## src/rtl/sram_split_pkg.sv

```systemverilog
package sram_split_pkg;
  localparam int unsigned PAGE_BITS = 9;
  localparam int unsigned CNT_W     = 8;
  localparam logic [CNT_W-1:0] THR_LL = 8'd16;
  localparam logic [CNT_W-1:0] THR_0  = 8'd16;
  localparam logic [CNT_W-1:0] THR_1  = 8'd64;
  localparam logic [CNT_W-1:0] THR_2  = 8'd112;

  typedef enum logic [1:0] {SEL_BND = 2'd0, SEL_SIZE = 2'd1, SEL_CTRL = 2'd2} cfg_sel_e;

  function automatic logic [CNT_W-1:0] rx_thresh(input logic [1:0] sel, input logic ll);
    if (ll) return THR_LL;
    case (sel)
      2'd0:    return THR_0;
      2'd1:    return THR_1;
      default: return THR_2;
    endcase
  endfunction
endpackage

```

## src/rtl/sram_split_regs.sv

```systemverilog
module sram_split_regs
  import sram_split_pkg::*;
#(
  parameter int unsigned BND_W = 8
) (
  input  logic             clk_i,
  input  logic             rst_ni,
  input  logic             soft_rst_i,
  input  logic             stop_i,
  input  logic             we_i,
  input  logic [1:0]       sel_i,
  input  logic [BND_W-1:0] wdata_i,
  output logic [BND_W-1:0] rdata_o,
  output logic [BND_W-1:0] bnd_o,
  output logic [BND_W-1:0] size_o,
  output logic             ll_o,
  output logic [1:0]       wm_o
);
  logic wr_ok;
  assign wr_ok = we_i & stop_i;

  always_ff @(posedge clk_i or negedge rst_ni) begin
    if (!rst_ni) begin
      bnd_o  <= '0;
      size_o <= '0;
      ll_o   <= 1'b0;
      wm_o   <= 2'd0;
    end else begin
      if (wr_ok && sel_i == SEL_BND)  bnd_o  <= wdata_i;
      if (wr_ok && sel_i == SEL_SIZE) size_o <= wdata_i;
      if (wr_ok && sel_i == SEL_CTRL) wm_o   <= wdata_i[2:1];
      // soft reset wins over a same-cycle write of the enable bit
      if (soft_rst_i)                      ll_o <= 1'b0;
      else if (wr_ok && sel_i == SEL_CTRL) ll_o <= wdata_i[0];
    end
  end

  always_comb begin
    rdata_o = '0;
    case (sel_i)
      SEL_BND:  rdata_o = bnd_o;
      SEL_SIZE: rdata_o = size_o;
      SEL_CTRL: rdata_o[2:0] = {wm_o, ll_o};
      default:  rdata_o = '0;
    endcase
  end
endmodule

```

## src/rtl/sram_split_map.sv

```systemverilog
module sram_split_map
  import sram_split_pkg::*;
#(
  parameter int unsigned BND_W     = 8,
  parameter int unsigned MIN_PAGES = 4,
  parameter logic [7:0]  BND_MAX   = 8'h13,
  localparam int unsigned ADDR_W   = BND_W + PAGE_BITS
) (
  input  logic [BND_W-1:0]  bnd_i,
  input  logic [BND_W-1:0]  size_i,
  input  logic              ll_req_i,
  output logic              ll_o,
  output logic              tx_en_o,
  output logic              rx_en_o,
  output logic              err_o,
  output logic [ADDR_W-1:0] tx_base_o,
  output logic [ADDR_W-1:0] tx_limit_o,
  output logic [ADDR_W-1:0] rx_base_o,
  output logic [ADDR_W-1:0] rx_limit_o
);
  logic              sram_en;
  logic [ADDR_W-1:0] bnd_addr, top_addr;
  logic              too_low, too_high, rx_short;

  assign sram_en  = |size_i;
  assign ll_o     = ll_req_i & sram_en;
  assign tx_en_o  = sram_en;
  assign rx_en_o  = sram_en & ~ll_o;
  assign bnd_addr = {bnd_i, {PAGE_BITS{1'b0}}};
  assign top_addr = {size_i, {PAGE_BITS{1'b0}}};

  assign too_low  = bnd_i < BND_W'(MIN_PAGES);
  assign too_high = bnd_i > BND_W'(BND_MAX);
  assign rx_short = ({1'b0, bnd_i} + (BND_W+1)'(MIN_PAGES)) > {1'b0, size_i};
  assign err_o    = rx_en_o & (too_low | too_high | rx_short);

  always_comb begin
    tx_base_o  = '0;
    tx_limit_o = '0;
    rx_base_o  = '0;
    rx_limit_o = '0;
    if (ll_o) begin
      tx_limit_o = top_addr - 1'b1;
    end else if (sram_en) begin
      tx_limit_o = bnd_addr - 1'b1;
      rx_base_o  = bnd_addr;
      rx_limit_o = top_addr - 1'b1;
    end
  end
endmodule

```

## src/rtl/sram_split_queue.sv

```systemverilog
module sram_split_queue #(
  parameter int unsigned ADDR_W = 17
) (
  input  logic              clk_i,
  input  logic              rst_ni,
  input  logic              en_i,
  input  logic              init_i,
  input  logic [ADDR_W-1:0] base_i,
  input  logic [ADDR_W-1:0] limit_i,
  input  logic              push_i,
  input  logic              pop_i,
  output logic [ADDR_W-1:0] wptr_o,
  output logic [ADDR_W-1:0] rptr_o,
  output logic              full_o,
  output logic              empty_o
);
  logic [ADDR_W-1:0] woff, roff, last_off;
  logic              wwrap, rwrap, do_push, do_pop, same;

  assign last_off = limit_i - base_i;
  assign same     = (woff == roff);
  assign empty_o  = same & (wwrap == rwrap);
  assign full_o   = same & (wwrap != rwrap);
  assign do_push  = en_i & push_i & ~full_o;
  assign do_pop   = en_i & pop_i & ~empty_o;
  assign wptr_o   = base_i + woff;
  assign rptr_o   = base_i + roff;

  always_ff @(posedge clk_i or negedge rst_ni) begin
    if (!rst_ni) begin
      woff <= '0; roff <= '0; wwrap <= 1'b0; rwrap <= 1'b0;
    end else if (!en_i || init_i) begin
      woff <= '0; roff <= '0; wwrap <= 1'b0; rwrap <= 1'b0;
    end else begin
      if (do_push) begin
        if (woff == last_off) begin woff <= '0; wwrap <= ~wwrap; end
        else woff <= woff + 1'b1;
      end
      if (do_pop) begin
        if (roff == last_off) begin roff <= '0; rwrap <= ~rwrap; end
        else roff <= roff + 1'b1;
      end
    end
  end
endmodule

```

## src/rtl/sram_split_rxthr.sv

```systemverilog
module sram_split_rxthr
  import sram_split_pkg::*;
(
  input  logic       clk_i,
  input  logic       rst_ni,
  input  logic       ll_i,
  input  logic [1:0] wm_i,
  input  logic       byte_i,
  input  logic       eof_i,
  input  logic       ack_i,
  output logic       req_o
);
  logic [CNT_W-1:0] cnt;
  logic             eof_seen;

  always_ff @(posedge clk_i or negedge rst_ni) begin
    if (!rst_ni) begin
      cnt      <= '0;
      eof_seen <= 1'b0;
    end else begin
      eof_seen <= (eof_seen & ~ack_i) | eof_i;
      if (ack_i)                      cnt <= CNT_W'(byte_i);
      else if (byte_i && cnt != '1)   cnt <= cnt + 1'b1;
    end
  end

  assign req_o = (cnt >= rx_thresh(wm_i, ll_i)) | eof_seen;
endmodule

```

## src/rtl/sram_split_ctrl.sv

```systemverilog
module sram_split_ctrl
  import sram_split_pkg::*;
#(
  parameter int unsigned BND_W     = 8,
  parameter int unsigned MIN_PAGES = 4,
  parameter logic [7:0]  BND_MAX   = 8'h13,
  localparam int unsigned ADDR_W   = BND_W + PAGE_BITS
) (
  input  logic              clk_i,
  input  logic              rst_ni,
  input  logic              soft_rst_i,
  input  logic              stop_i,
  input  logic              cfg_we_i,
  input  logic [1:0]        cfg_sel_i,
  input  logic [BND_W-1:0]  cfg_wdata_i,
  output logic [BND_W-1:0]  cfg_rdata_o,
  output logic              lolat_o,
  output logic              cfg_err_o,
  output logic [ADDR_W-1:0] tx_base_o,
  output logic [ADDR_W-1:0] tx_limit_o,
  output logic [ADDR_W-1:0] rx_base_o,
  output logic [ADDR_W-1:0] rx_limit_o,
  input  logic              tx_push_i,
  input  logic              tx_pop_i,
  output logic [ADDR_W-1:0] tx_wptr_o,
  output logic [ADDR_W-1:0] tx_rptr_o,
  output logic              tx_full_o,
  output logic              tx_empty_o,
  input  logic              rx_push_i,
  input  logic              rx_pop_i,
  output logic [ADDR_W-1:0] rx_wptr_o,
  output logic [ADDR_W-1:0] rx_rptr_o,
  output logic              rx_full_o,
  output logic              rx_empty_o,
  input  logic              rx_byte_i,
  input  logic              rx_eof_i,
  input  logic              dma_ack_i,
  output logic              rx_dma_req_o
);
  logic [BND_W-1:0] bnd_q, size_q;
  logic             lolat_q, tx_en, rx_en;
  logic [1:0]       wm_q;

  sram_split_regs #(.BND_W(BND_W)) u_regs (
    .clk_i, .rst_ni, .soft_rst_i, .stop_i,
    .we_i(cfg_we_i), .sel_i(cfg_sel_i), .wdata_i(cfg_wdata_i), .rdata_o(cfg_rdata_o),
    .bnd_o(bnd_q), .size_o(size_q), .ll_o(lolat_q), .wm_o(wm_q)
  );

  sram_split_map #(.BND_W(BND_W), .MIN_PAGES(MIN_PAGES), .BND_MAX(BND_MAX)) u_map (
    .bnd_i(bnd_q), .size_i(size_q), .ll_req_i(lolat_q),
    .ll_o(lolat_o), .tx_en_o(tx_en), .rx_en_o(rx_en), .err_o(cfg_err_o),
    .tx_base_o, .tx_limit_o, .rx_base_o, .rx_limit_o
  );

  // index 0: transmit queue, index 1: receive queue
  logic [1:0]             q_en, q_push, q_pop, q_full, q_empty;
  logic [1:0][ADDR_W-1:0] q_base, q_limit, q_wptr, q_rptr;

  assign q_en    = {rx_en, tx_en};
  assign q_push  = {rx_push_i, tx_push_i};
  assign q_pop   = {rx_pop_i, tx_pop_i};
  assign q_base  = {rx_base_o, tx_base_o};
  assign q_limit = {rx_limit_o, tx_limit_o};

  for (genvar g = 0; g < 2; g++) begin : g_q
    sram_split_queue #(.ADDR_W(ADDR_W)) u_q (
      .clk_i, .rst_ni, .en_i(q_en[g]), .init_i(stop_i),
      .base_i(q_base[g]), .limit_i(q_limit[g]),
      .push_i(q_push[g]), .pop_i(q_pop[g]),
      .wptr_o(q_wptr[g]), .rptr_o(q_rptr[g]),
      .full_o(q_full[g]), .empty_o(q_empty[g])
    );
  end

  assign tx_wptr_o  = q_wptr[0];
  assign tx_rptr_o  = q_rptr[0];
  assign tx_full_o  = q_full[0];
  assign tx_empty_o = q_empty[0];
  assign rx_wptr_o  = q_wptr[1];
  assign rx_rptr_o  = q_rptr[1];
  assign rx_full_o  = q_full[1];
  assign rx_empty_o = q_empty[1];

  sram_split_rxthr u_rxthr (
    .clk_i, .rst_ni, .ll_i(lolat_o), .wm_i(wm_q),
    .byte_i(rx_byte_i), .eof_i(rx_eof_i), .ack_i(dma_ack_i), .req_o(rx_dma_req_o)
  );
endmodule

```

## config.mk

```make
export PLATFORM = sky130hd
export DESIGN_NAME = sram_split_ctrl
export DESIGN_NICKNAME = d
export VERILOG_FILES = /design/src/rtl/sram_split_pkg.sv /design/src/rtl/sram_split_regs.sv /design/src/rtl/sram_split_map.sv /design/src/rtl/sram_split_queue.sv /design/src/rtl/sram_split_rxthr.sv /design/src/rtl/sram_split_ctrl.sv
export SDC_FILE = /design/constraint.sdc
export NUM_CORES = 1
export LEC_CHECK = 0
export CAP_MARGIN = 10
export CORE_ASPECT_RATIO = 1.2
export CORE_MARGIN = 4
export CORE_UTILIZATION = 45
export CTS_BUF_LIST = sky130_fd_sc_hd__clkbuf_8
export DETAILED_ROUTE_END_ITERATION = 10
export DONT_BUFFER_PORTS = 1
export GPL_TIMING_DRIVEN = 0
export MAX_ROUTING_LAYER = met4
export PLACE_DENSITY = 0.68
export SLEW_MARGIN = 20
export SYNTH_ARGS = -nofsm -noshare
export SYNTH_HDL_FRONTEND = slang
export SYNTH_SLANG_ARGS = --single-unit
```

## constraint.sdc

```tcl
create_clock -name clk_i -period 5.5 [get_ports clk_i]
set_input_delay 0.275 -clock clk_i [delete_from_list [all_inputs] [get_ports clk_i]]
set_output_delay 0.275 -clock clk_i [all_outputs]
set_load 0.03 [all_outputs]
```

After elaboration in Yosys (flattened, before gate mapping)
Cells that the tools add are included.

Add/subtract/negate cells: 11. Equality and inequality tests: 14. Muxes and demuxes: 40. Order comparisons: 4. Bitwise gates (word level): 31. Reduce and logical (&&, ||, !) cells: 25.

Operators by type and width (number): 2-to-1 mux 17 bit (18); == test 17 bit (6); adder 17 x 1 -> 17 bit, second input constant (4); adder 17 bit (2); subtractor 17 x 1 -> 17 bit, second input constant (2); 2-to-1 mux 8 bit (4); nonzero test 2 bit (10); AND 1 bit (17); subtractor 17 bit (1); 2-to-1 mux 1 bit (15); case mux 7 bit (2 select lines) (1); inverter 1 bit (10); case mux 5 bit (2 select lines) (1); adder 8 x 3 -> 9 bit, second input constant (1); > comparator 9 x 8 -> 1 bit (1); case mux 3 bit (3 select lines) (1); adder 8 x 1 -> 8 bit, second input constant (1); greater-or-equal comparator 8 bit (1); > comparator 8 x 5 -> 1 bit, second input constant (1); < comparator 8 x 3 -> 1 bit, second input constant (1); != test 8 bit, second input constant (1); AND reduction 2 bit (4); OR reduction 8 bit (1); == test 2 x 1 -> 1 bit, second input constant (2); 8 further kinds (19).

Register bits after elaboration: 100. Word-level logic and storage cells: 139.

Logic depth before layout (Yosys ltp)
Word-level depth: 8. Gate-level depth with buffers: 19.

Cells and area by module
A second synthesis with hierarchy kept.

Cell total of the unflattened synthesis: 1705. Area total of the unflattened synthesis: 13769.5 um^2.

By module, submodules not included: sram_split_queue (g_q[0].u_q) (cells an instance 724, seq. area each 900.9 um^2, instances 1, area each 5557.8 um^2); sram_split_queue (g_q[1].u_q) (cells an instance 691, seq. area each 900.9 um^2, instances 1, area each 5492.8 um^2); sram_split_map (cells an instance 159, seq. area each 0.0 um^2, instances 1, area each 1118.6 um^2); sram_split_regs (cells an instance 63, seq. area each 475.5 um^2, instances 1, area each 949.7 um^2); sram_split_rxthr (cells an instance 68, seq. area each 225.2 um^2, instances 1, area each 650.6 um^2).

Least setup slack after synthesis
OpenSTA, ideal clock, no wires.

Path kind: register -> register. From: register u_regs.size_o[0]. To: register g_q[1].u_q.woff[10]. Stages on the path, launching flop included: 20. Clock period less this slack: 4655 ps. Data required time: 5381 ps. Slack: 845 ps. Arrival: 4536 ps. Buffers on the path: 3. Path through: dfrtp_1 > buf_2 > inv_1 > ha_1 > or4b_4 > o21ai_4 > inv_2 > clkbuf_1 > nand2_1 > inv_1 > fa_1 > xnor2_1 > xnor2_1 > o211ai_1 > a2111o_1 > nor4_1 > nand4_1 > nand2_1 > buf_4 > nor2_1.

Cells in the longest elaborated chain, start to end: 8. Elaborated cells between the ends (all ways): 19. Classes of those cells: 2 x add/sub; 1 x eq/ne; 7 x mux; 5 x bitwise; 4 x reduce/logical.

RTL lines: start: declaration (line sram_split_regs.sv:15) `output logic [BND_W-1:0] size_o,`; start signal: assignment (line sram_split_regs.sv:30) `if (wr_ok && sel_i == SEL_SIZE) size_o <= wdata_i;`; OR reduction 8 bit * (line sram_split_map.sv:25) `assign sram_en = |size_i;`; 2-to-1 mux 17 bit or AND 1 bit (tied branches) (line sram_split_map.sv:44, sram_split_map.sv:26); 2-to-1 mux 17 bit * (line sram_split_map.sv:42) `if (ll_o) begin`; net rx_limit_o[0] (line sram_split_ctrl.sv:22) `output logic [ADDR_W-1:0] rx_limit_o,`; subtractor 17 bit * (line sram_split_queue.sv:20) `assign last_off = limit_i - base_i;`; == test 17 bit * (line sram_split_queue.sv:36) `if (woff == last_off) begin woff <= '0; wwrap <= ~wwrap; end`; 2-to-1 mux 17 bit * (line sram_split_queue.sv:36); 2-to-1 mux 17 bit * (line sram_split_queue.sv:35) `if (do_push) begin`; 2-to-1 mux 17 bit * (line sram_split_queue.sv:32) `end else if (!en_i || init_i) begin`; end signal: assignment (line sram_split_queue.sv:37) `else woff <= woff + 1'b1;`; end: declaration (line sram_split_queue.sv:17) `logic [ADDR_W-1:0] woff, roff, last_off;`.

Mark *: on every way through the listed nets, which the timed path passes. The rest lies on a longest branch. The select of a mux whose other input is x is not followed. A chain may end at the register's enable or synchronous reset.

Worst setup path after layout
From: register u_regs.size_o[0]. To: register g_q[1].u_q.roff[11].

Cells in the longest elaborated chain, start to end: 8. Elaborated cells between the ends (all ways): 19. Classes of those cells: 2 x add/sub; 1 x eq/ne; 7 x mux; 5 x bitwise; 4 x reduce/logical.

RTL lines: OR reduction 8 bit * (line sram_split_map.sv:25); 2-to-1 mux 17 bit or AND 1 bit (tied branches) (line sram_split_map.sv:44, sram_split_map.sv:26); 2-to-1 mux 17 bit * (line sram_split_map.sv:42); net rx_limit_o[0] (line sram_split_ctrl.sv:22); subtractor 17 bit * (line sram_split_queue.sv:20); == test 17 bit * (line sram_split_queue.sv:40) `if (roff == last_off) begin roff <= '0; rwrap <= ~rwrap; end`; 2-to-1 mux 17 bit * (line sram_split_queue.sv:40); 2-to-1 mux 17 bit * (line sram_split_queue.sv:39) `if (do_pop) begin`; 2-to-1 mux 17 bit * (line sram_split_queue.sv:32); end signal: assignment (line sram_split_queue.sv:41) `else roff <= roff + 1'b1;`; end: declaration (line sram_split_queue.sv:17).

Marks and branches as above.

==> out/qor.yml <==
yosys:
  mean_area_per_synthesized_cell_um2: 8.40
  synth_cell_types: 69
  sequential_area_share_after_synthesis_pct: 29.2
  dominantRegCellSynth: "sky130_fd_sc_hd__dfrtp_1"
  syn_inst: 1019
  yosys_warnings: 0
  synth_enable_flop_cells: 0
  yosys_register_bits: 100
  asyncSetResetFlopFracSynth_pct: 100
  netlist_area_um2: 8560
power:
  combPwrFrac_pct: 51.3
  p_sw_share_pct: 47.2
  ir_worst_vdd_uv: 141
  p_int_uw: 1430
  switching_power_uw: 1280
  power_density_nw_per_um2: 292
  p_leak_uw: 0.00440
  share_clk_of_total_power_pct: 17.8
  seq_power_share_pct: 30.9
timing:
  grt_setup_unrepaired: "false"
  period_minus_slack_ps: 5080
  maxSlewHeadroom_pct: 33.2
  min_period_over_period_pct: 92.3
  worstMarginPinSlew_ps: 991
  max_slew_violation_count: 0
  timing_hold_violations_final: 0
  max_clock_freq_mhz: 197
  setup_violations: 0
  final.hold.worst_slack_ps: 27.2
  finalClockSkew_ps: 8.89
place:
  place_hpwl_mm: 18.4
  port_buffers: 0
  placement.cell_area_um2: 8980
  gpl.final_weighted_congestion: 0.935
setup_path:
  critical_path_cell_list: "buf_2 -> inv_1 -> ha_1 -> or4b_4 -> o21ai_4 -> inv_2 -> buf_2 -> nand2b_1 -> inv_1 -> ha_1 -> nor2b_1 -> o21ai_0 -> o21ai_0 -> a31oi_1 -> xnor3_1 -> or3_1 -> o21ai_1 -> buf_2 -> nor2_1"
  worst_ep_required_time_ps: 5770
  longest_individual_stage_delay_on_the_worst_path_ps: 530
  timing.critical_path.fanout_max: 18
  cp_common_cell: "sky130_fd_sc_hd__buf_2"
  critical_path_s_top_delay_family: "simple AND/OR/NAND/NOR gates"
  endpoint_class_of_the_critical_path: "flop"
  beginning_of_the_worst_register_to_register_path: "u_regs.size_o[0]"
  crit_type: "reg2reg"
  worstPathArrival_ps: 5350
  r2r_end: "g_q[1].u_q.roff[11]"
  critical_path_buffers_and_inverters: 6
  critPathSlowestCell: "sky130_fd_sc_hd__or4b_4"
  timing.reg2reg.setup_slack_ps: 420
  worst_r2r_path_depth: 19
  crit_path_start_kind: "flop"
hold_path:
  min_path_type: "in2reg"
  timing.hold.worst_path_depth: 1
  worst_hold_startpoint: "cfg_wdata_i[7]"
  sink_of_the_worst_hold_path: "u_regs.size_o[7]"
clock_network:
  post-cts-setup-buffer-count: 0
  cts.sink_count: 100
  ctsHtreeMaxLevel: 3
  clk_pin_slew_worst_paths_ps: 110
  cts_tree: "yes"
  insertion_delay_ps: 390
  cts_buffers: 9
  ctsRootBufferMaster: "sky130_fd_sc_hd__clkbuf_8"
  cts_max_path_buffers: 2
global_routing:
  grt_overflow: 0
  initial_antenna_violation_count: 0
  grt_start_max_net_pins: 101
  grt_use_total_pct: 22.9
  number_of_global_route_vias_before_repair: 7265
  grt_pass1_wl_mm: 38.3
finish:
  fin_area_um2: 9300
  areaGrowthSynthToFinish_pct: 8.58
  layout-drive-gt1-share_pct: 11.7
  seqCellArea_um2: 2500
  antenna_cells: 0
  multi_input_area_um2: 5300
  nNetsFinal: 1132
  final.fill_count: 1858
route:
  first_pass_iters: 7
  route.vias.total: 7238
  detailed_route_wl_mm: 23.9
  vias_per_cell: 5.47
  routed_wire_length_per_instance_um: 18.1
  final_routed_drc_violation_total: 0
  first_iter_violations: 451
  drtAntennaViolNets: 0
die:
  core_area_um2: 18800
  floorplan.die_area_um2: 21300
  die_y_um: 159
  die_w_um: 134
  initial_utilization_pct: 45.6
  number_of_rows_in_the_core_area: 55
  pin_count: 173
run_status:
  run_status: "completed"
flow_run:
  drv.max_cap_violation_count: 0
==> metal layers <==
metal | global-route usage (%) | up-vias | wire length [um]
met2 | 39.4 | 240 | 11900
met1 | 26.1 | 3443 | 9670
met3 | 5.94 | 38 | 1790
met4 | 6.74 | 0 | 516
li1 | - | 3517 | -
met5 | - | - | 0
==> cells in the final DEF (no fill, tap or decap), types with 12 or more instances in the layout <==
master                       n
sky130_fd_sc_hd__a21oi_1    34
sky130_fd_sc_hd__and3_1     16
sky130_fd_sc_hd__buf_2      12
sky130_fd_sc_hd__buf_4      61
sky130_fd_sc_hd__clkbuf_1   35
sky130_fd_sc_hd__conb_1     26
sky130_fd_sc_hd__dfrtp_1   100
sky130_fd_sc_hd__ha_1       44
sky130_fd_sc_hd__inv_1      53
sky130_fd_sc_hd__mux2_2     16
sky130_fd_sc_hd__mux2i_1    18
sky130_fd_sc_hd__nand2_1    68
sky130_fd_sc_hd__nand3_1    33
sky130_fd_sc_hd__nand4_1    39
sky130_fd_sc_hd__nor2_1    126
sky130_fd_sc_hd__nor2b_1    12
sky130_fd_sc_hd__nor3_1     19
sky130_fd_sc_hd__nor4_1     23
sky130_fd_sc_hd__o21ai_0    28
sky130_fd_sc_hd__or3_1      13
sky130_fd_sc_hd__xnor2_1    64
sky130_fd_sc_hd__xor2_1     76
==> worst register-to-register path: cells and delay by family (launching register included) <==
family,cells,cell delay [ps]
adder cells (fa/ha/maj),2,550
AO/OA/AOI/OAI,5,1240
buffers and inverters,6,1090
XOR/XNOR,1,300
flip-flops,1,390
AND/OR/NAND/NOR,5,1390
==> final cells by class <==
class	count	area share, %
sequential	100	26.9
clock buffer	10	1.48
tap	256	3.45
multi-input combinational	778	57.0
timing repair buffer	8	1.05
buffer	111	7.27
inverter	55	2.22
clock inverter	6	0.606
==> worst max-delay path by stage <==
stage,cells past startpoint,to,from,slack [ps]
global route,19,g_q[1].u_q.roff[10],u_regs.size_o[0],60
global placement,18,g_q[1].u_q.roff[10],u_regs.size_o[0],-40
floorplan,19,g_q[1].u_q.woff[10],u_regs.size_o[0],850
finish,19,g_q[1].u_q.roff[11],u_regs.size_o[0],420
detailed placement,18,g_q[1].u_q.roff[11],u_regs.size_o[0],190
CTS,18,rx_rptr_o[16],u_regs.size_o[0],90
==> power by group through the flow <==
stage	Clock, uW	Combinational [uW]	Sequential, uW
2_1_floorplan	0	1110	832
3_3_place_gp	0	1330	849
3_5_place_dp	0	1350	850
4_1_cts	489	1380	836
5_1_grt	518	1510	844
6_report	483	1390	838
==> stage by stage <==
step	setup WS, ps	setup TNS (ps)	std cells	utilization, %	total power [uW]
finish	421	0	1324	49.5	2710
global route	63.3	0	1324	49.5	2870
CTS	90.0	0	1324	49.4	2700
detailed placement	194	0	1300	47.8	2200
global placement	-36.7	-55.8	1300	47.8	2180
floorplan	845	0	1044	-	1940
==> flip-flops by register name, summed over array words and instances, names as in the netlist <==
signal and count:
g_q.u_q.roff 34, g_q.u_q.woff 34, u_regs.bnd_o 8, u_regs.size_o 8, u_rxthr.cnt 8, g_q.u_q.rwrap 2, g_q.u_q.wwrap 2, u_regs.wm_o 2
u_regs.ll_o 1, u_rxthr.eof_seen 1
==> cells by family after synthesis <==
group           after synthesis  synth area share (%)
compound gates              133                  10.3
xor+xnor                    147                  15.9
fa+ha+maj                    47                  7.13
buf+inv                     166                  10.3
flops                       100                  29.2
mux                          35                  4.38
other cells                   1                0.0438
simple gates                390                  22.8
==> synthesized netlist by cell type, drive strengths merged, types with 5 or more instances <==
cell type | count | share of area [%]
xor2 | 76 | 7.8
buf | 75 | 6.3
a21oi | 34 | 2.0
and4 | 5 | 0.51
nand3 | 33 | 1.9
nor4 | 23 | 1.7
mux2 | 17 | 2.3
and2 | 8 | 0.58
mux2i | 18 | 2.1
nand2b | 5 | 0.37
nand2 | 69 | 3.0
ha | 44 | 6.4
a21o | 11 | 0.96
dfrtp | 100 | 29
nand4 | 39 | 2.8
nor2b | 12 | 0.88
o21a | 8 | 0.70
o21ai | 33 | 2.1
nor2 | 126 | 5.5
or3 | 13 | 0.95
clkbuf | 36 | 1.6
or4 | 5 | 0.44
xnor2 | 66 | 6.8
inv | 55 | 2.4
nor3 | 19 | 1.1
and3 | 16 | 1.2
o31ai | 10 | 0.94
==> what timing repair did <==
| action | 4_1_cts | 5_1_grt |
|---|---|---|
| hold buffers | 8 | 0 |
| endpoints found under the setup margin | 0 | 23 |
| endpoints found under the hold margin | 106 | 0 |
| resized for setup | 0 | 4 |
Power figures use the tool's default switching activity.
